[config.mk]
export PLATFORM = sky130hd
export DESIGN_NAME = cifb_shaper
export DESIGN_NICKNAME = d
export VERILOG_FILES = /design/src/rtl/cifb_pkg.sv /design/src/rtl/cifb_align.sv /design/src/rtl/cifb_stage.sv /design/src/rtl/cifb_shaper.sv
export SDC_FILE = /design/constraint.sdc
export NUM_CORES = 1
export LEC_CHECK = 0
export BUFFER_PORTS_ARGS = -buffer_cell sky130_fd_sc_hd__buf_2
export CORE_ASPECT_RATIO = 2
export CORE_MARGIN = 5
export CORE_UTILIZATION = 65
export CTS_BUF_LIST = sky130_fd_sc_hd__clkbuf_4 sky130_fd_sc_hd__clkbuf_8
export DETAILED_ROUTE_END_ITERATION = 8
export PLACE_DENSITY_LB_ADDON = 0.1
export REMOVE_ABC_BUFFERS = 1
export SYNTH_ARGS = -nofsm -noshare
export SYNTH_HDL_FRONTEND = slang
export SYNTH_HIERARCHICAL = 1
export SYNTH_SLANG_ARGS = --single-unit
[constraint.sdc]
create_clock -name clk -period 7.2 [get_ports clk]
set_input_delay 0.72 -clock clk [delete_from_list [all_inputs] [get_ports clk]]
set_output_delay 0.72 -clock clk [all_outputs]
set_load 0.01 [all_outputs]
[src/rtl/cifb_pkg.sv]
package cifb_pkg;
    localparam int N_ST      = 5;
    localparam int LOW_ORDER = 3;

    typedef enum logic [1:0] {
        FMT_W16 = 2'd0,
        FMT_W18 = 2'd1,
        FMT_W20 = 2'd2,
        FMT_W24 = 2'd3
    } fmt_e;

    function automatic int fmt_bits(input fmt_e f);
        case (f)
            FMT_W16: return 16;
            FMT_W18: return 18;
            FMT_W20: return 20;
            default: return 24;
        endcase
    endfunction
endpackage

[src/rtl/cifb_align.sv]
module cifb_align #(
    parameter int DW = 24
) (
    input  logic [DW-1:0]        din,
    input  cifb_pkg::fmt_e       fmt,
    output logic signed [DW-1:0] u
);
    // left-align the narrow word; bits above its width shift out
    always_comb begin
        u = $signed(din << (DW - cifb_pkg::fmt_bits(fmt)));
    end
endmodule

[src/rtl/cifb_stage.sv]
module cifb_stage #(
    parameter int W     = 28,
    parameter int SHIFT = 1
) (
    input  logic signed [W-1:0] acc,
    input  logic signed [W-1:0] prev,
    input  logic signed [W-1:0] fb,
    output logic signed [W-1:0] nxt
);
    localparam logic signed [W+1:0] LIM_P = {3'b000, {(W-1){1'b1}}};
    localparam logic signed [W+1:0] LIM_N = -LIM_P;

    logic signed [W:0]   diff;
    logic signed [W:0]   step;
    logic signed [W+1:0] sum;

    always_comb begin
        diff = $signed({prev[W-1], prev}) - $signed({fb[W-1], fb});
        step = diff >>> SHIFT;
        sum  = $signed({{2{acc[W-1]}}, acc}) + $signed({step[W], step});
        if (sum > LIM_P) begin
            nxt = LIM_P[W-1:0];
        end else if (sum < LIM_N) begin
            nxt = LIM_N[W-1:0];
        end else begin
            nxt = sum[W-1:0];
        end
    end
endmodule

[src/rtl/cifb_shaper.sv]
module cifb_shaper #(
    parameter int          DW           = 24,
    parameter int          GUARD        = 4,
    parameter logic [19:0] STAGE_SHIFTS = {4'd3, 4'd3, 4'd2, 4'd2, 4'd1}
) (
    input  logic          clk,
    input  logic          rst,
    input  logic          en,
    input  logic [1:0]    fmt,
    input  logic          order5,
    input  logic [DW-1:0] din,
    output logic          bit_out
);
    import cifb_pkg::*;

    localparam int W = DW + GUARD;
    localparam logic signed [W-1:0] FB_POS = W'(64'd1 << (DW - 1));
    localparam logic signed [W-1:0] FB_NEG = -FB_POS;
    localparam logic signed [W-1:0] MOST_NEG = {1'b1, {(W-1){1'b0}}};

    typedef struct packed {
        logic                    mode5;
        logic [N_ST-1:0][W-1:0]  acc;
    } state_t;

    state_t st_d, st_q;

    logic signed [DW-1:0] u;
    logic signed [W-1:0]  fb;
    logic signed [W-1:0]  sel;
    logic signed [W-1:0]  prev [N_ST];
    logic signed [W-1:0]  nxt  [N_ST];

    cifb_align #(.DW(DW)) i_align (
        .din (din),
        .fmt (fmt_e'(fmt)),
        .u   (u)
    );

    // quantizer tap depends on the mode
    assign sel     = st_q.mode5 ? $signed(st_q.acc[N_ST-1]) : $signed(st_q.acc[LOW_ORDER-1]);
    assign bit_out = ~sel[W-1];
    assign fb      = bit_out ? FB_POS : FB_NEG;

    for (genvar k = 0; k < N_ST; k++) begin : g_stage
        if (k == 0) begin : g_first
            assign prev[k] = {{GUARD{u[DW-1]}}, u};
        end else begin : g_rest
            assign prev[k] = $signed(st_q.acc[k-1]);
        end
        cifb_stage #(
            .W     (W),
            .SHIFT (int'(STAGE_SHIFTS[4*k +: 4]))
        ) i_stage (
            .acc  ($signed(st_q.acc[k])),
            .prev (prev[k]),
            .fb   (fb),
            .nxt  (nxt[k])
        );
    end

    always_comb begin
        st_d = st_q;
        if (rst) begin
            st_d.mode5 = 1'b0;
            st_d.acc   = '0;
        end else if (order5 != st_q.mode5) begin
            st_d.mode5 = order5;
            st_d.acc   = '0;
        end else if (en) begin
            for (int k = 0; k < N_ST; k++) begin
                st_d.acc[k] = (k >= LOW_ORDER && !st_q.mode5) ? '0 : nxt[k];
            end
        end
    end

    always_ff @(posedge clk) begin
        st_q <= st_d;
    end


    reset_clear_chk: assert property (@(posedge clk)
        rst |=> (st_q.acc == '0 && !st_q.mode5 && bit_out));


    third_quiet_chk: assert property (@(posedge clk) disable iff (rst)
        !st_q.mode5 |-> (st_q.acc[3] == '0 && st_q.acc[4] == '0));


    order_clear_chk: assert property (@(posedge clk) disable iff (rst)
        (order5 != st_q.mode5) |=> (st_q.acc == '0 && st_q.mode5 == $past(order5)));


    idle_hold_chk: assert property (@(posedge clk) disable iff (rst)
        (!en && order5 == st_q.mode5) |=> ($stable(st_q) && $stable(bit_out)));

    for (genvar k = 0; k < N_ST; k++) begin : g_bound

        no_wrap_chk: assert property (@(posedge clk) disable iff (rst)
            $past(!rst) |-> ($signed(st_q.acc[k]) != MOST_NEG));
    end
endmodule

==> flow_metrics.env <==
export IMPL_synth_xor_area_share_pct=7.387
export IMPL_n_fill_cell=3159
export IMPL_rows=99
export IMPL_min_path_cells=2
export IMPL_worst_pin_slew_ns=1.291
export IMPL_path_buf_inv=1
export IMPL_timing_final_crit_share_pct=95.96
export IMPL_ys_top_cells_by_area="ha_1 (15%), dfxtp_1 (12%), mux2i_1 (4.9%)"
export IMPL_pin_count=31
export IMPL_critPathSlowestCell="a21oi_1"
export IMPL_die_w_um=145.4
export IMPL_synth_common_cells="ha_1 (287), inv_1 (281), nor2_1 (224)"
export IMPL_wire_per_inst_um=23.25
export IMPL_initial_utilization_pct=65.40
export IMPL_placed_cells=3643
export IMPL_fin_crit_ns=6.909
export IMPL_route_detailed_drc=0
export IMPL_syn_area_sq_mm=0.02382
export IMPL_fin_worst_skew_ns=0.01596
export IMPL_ys_types=123
export IMPL_ys_warn_count=6
export IMPL_grt_max_degree=100
export IMPL_synth_most_common_cell="ha_1"
export IMPL_worstHoldPathType="in2reg"
export IMPL_path_class="reg2reg"
export IMPL_cts_buffer_depth=2
export IMPL_synthArstFlopShare_pct=0
export IMPL_hold_path_startpoint="order5"
export IMPL_grt_setup_unrepaired="no"
export IMPL_final_setup_tns_ns=0
export IMPL_globalRoute_totalOverflow=0
export IMPL_wl_mm=85.50
export IMPL_final_area_sq_mm=0.02512
export IMPL_cts_sinks=141
export IMPL_worst_path_stages=22
export IMPL_initialDrtViolationCount=1184
export IMPL_antenna_found_initial=5
export IMPL_crit_family="compound AO/OA/AOI/OAI gates"
export IMPL_crit_path_cell_trace="ha_1 > a21oi_1 > o21ai_0 > a211o_1 > o21ai_1 > o21ai_0 > and2_1 > o21a_1 > nor2_1 > xnor2_1 > ha_1 > and4_1 > nand3_1 > a21oi_1 > and3_1 > nor4_2 > nor4_1 > nand3_1 > o41a_1 > nor2_1 > inv_1 > o32ai_1"
export IMPL_synthCells=3115
export IMPL_critPathRequiredTime_ns=7.63
export IMPL_gp_congestion=1.126
export IMPL_synthSimpleGateAreaFrac_pct=21.21
export IMPL_hold_viol_final=0
export IMPL_seq_area_frac_synth_pct=11.85
export IMPL_grt_pass1_wl_mm=132.2
export IMPL_startpoint="prev[4]"
export IMPL_timing_rr_start="prev[4]"
export IMPL_first_global_vias=25580
export IMPL_die_h_um=280.7
export IMPL_io_buffer_count=30
export IMPL_ys_ff_latch=141
export IMPL_synth_edff_count=0
export IMPL_synth_flop_cell="dfxtp_1"
export IMPL_max_slew_margin_pct=13.78
export IMPL_nNetsFinal=3531
export IMPL_cp_max_fo=7
export IMPL_synth_top_area_share_pct=15.08
export IMPL_dr_pass1_iters=7
export IMPL_synth_adder_area_share_pct=20.52
export IMPL_cts_tree="yes"
export IMPL_vias=24620
export IMPL_critPathCaptureType="flip-flop"
export IMPL_syn2layout_area_growth_pct=5.485
export IMPL_synth_compound_area_share_pct=25.76
export IMPL_drv_slew=0
export IMPL_synth_top_family_by_area="compound AO/OA/AOI/OAI gates"
export IMPL_slowest_delay_ns=0.76
export IMPL_synth_top_area_cell="ha_1"
export IMPL_fin_cells=3678
export IMPL_hpwlAfterDp_mm=67.84
export IMPL_path_clk_slew_ns=0.09
export IMPL_grt_usage_pct=40.75
export IMPL_fin_util_pct=68.98
export IMPL_syn_area_per_cell_sq_um=7.645
export IMPL_critPathArrivalTime_ns=7.34
export IMPL_setup_violations=0
export IMPL_outcome="finished, final reports clean"
export IMPL_place_area_sq_mm=0.02468
export IMPL_postRouteAntennaNets=0
export IMPL_drv_cap=0
export IMPL_cts_buffers=17
export IMPL_die_area_sq_mm=0.04080
export IMPL_fmax_ghz=0.1447
export IMPL_insertion_delay_ns=0.52
export IMPL_synth_mux_area_share_pct=5.301
export IMPL_drive_gt1_share_pct=9.720
export IMPL_core_sq_mm=0.03642
export IMPL_ff2ff_path_depth=22
export IMPL_root_buffer="clkbuf_8"
export IMPL_via_per_inst=6.694
export IMPL_htree_levels=4
export IMPL_start_kind="flip-flop"
layout by cell type, fill, tap and decap left out, drive strengths merged, types with 116 or more instances in the layout:
cell	n
a21oi	230
conb	121
dfxtp	141
ha	287
inv	286
mux2i	116
nand2	170
nor2	225
nor3	154
o21ai	156
xnor2	124
logic make-up after synthesis:
group                    after synthesis
XOR/XNOR                             200
other                                  2
buffers and inverters                424
flip-flops                           141
AND/OR/NAND/NOR                      957
multiplexers                         123
AO/OA/AOI/OAI                        862
adder cells (fa/ha/maj)              406
metal layers:
| layer | part of all wire, % | GRT usage (%) | routed length (um) | vias to the layer above |
|---|---|---|---|---|
| li1 | - | - | - | 11540 |
| met1 | 27 | 28.65 | 23390 | 11540 |
| met4 | 15 | 48.84 | 12430 | 4 |
| met2 | 53 | 78.99 | 45650 | 953 |
| met3 | 4.7 | 8.374 | 4008 | 584 |
| met5 | 0.032 | 0 | 27 | - |
path summary, 6_finish.rpt:
check / slack (ns) / endpoint
worst max-delay path: 0.29 / st_q[112]
worst min-delay path: 0.53 / st_q[140]
worst max register to register: 0.29 / st_q[112]
worst min register to register: 0.56 / prev[44]
sequential cells by signal, summed over array words and instances (netlist names):
name and flops:
prev 112, st_q 29
stage by stage:
stage / hold slack, ns / worst slack [ns]
after floorplan: 0.5066 / 0.09132
after global placement: 0.5273 / 0.2463
after detailed placement: 0.5448 / 0.1504
after CTS: 0.5092 / 0.5495
after global routing: 0.5288 / 0.01737
final: 0.5294 / 0.2910
what timing repair did:
action / in CTS / in global routing
setup buffers: 0 / 0
resized for setup: 0 / 2
hold buffers: 0 / 0
endpoints found under the setup margin: 0 / 2
final cells by class:
class                   instances  area [sq um]  share of cell area, %
diodes                          4         10.01                0.03984
clock buffers                  19         249.0                 0.9911
clock inverters                12         163.9                 0.6525
inverters                     284          1066                  4.243
multi-input cells            2669         19590                  77.99
flip-flops and latches        141          2823                  11.24
well taps                     454         568.0                  2.261
repair buffers                 95         650.6                  2.590
Power is left out: the tool's default activity adds up to more than one toggle a clock period on the data nets, which glitch-free logic cannot reach.
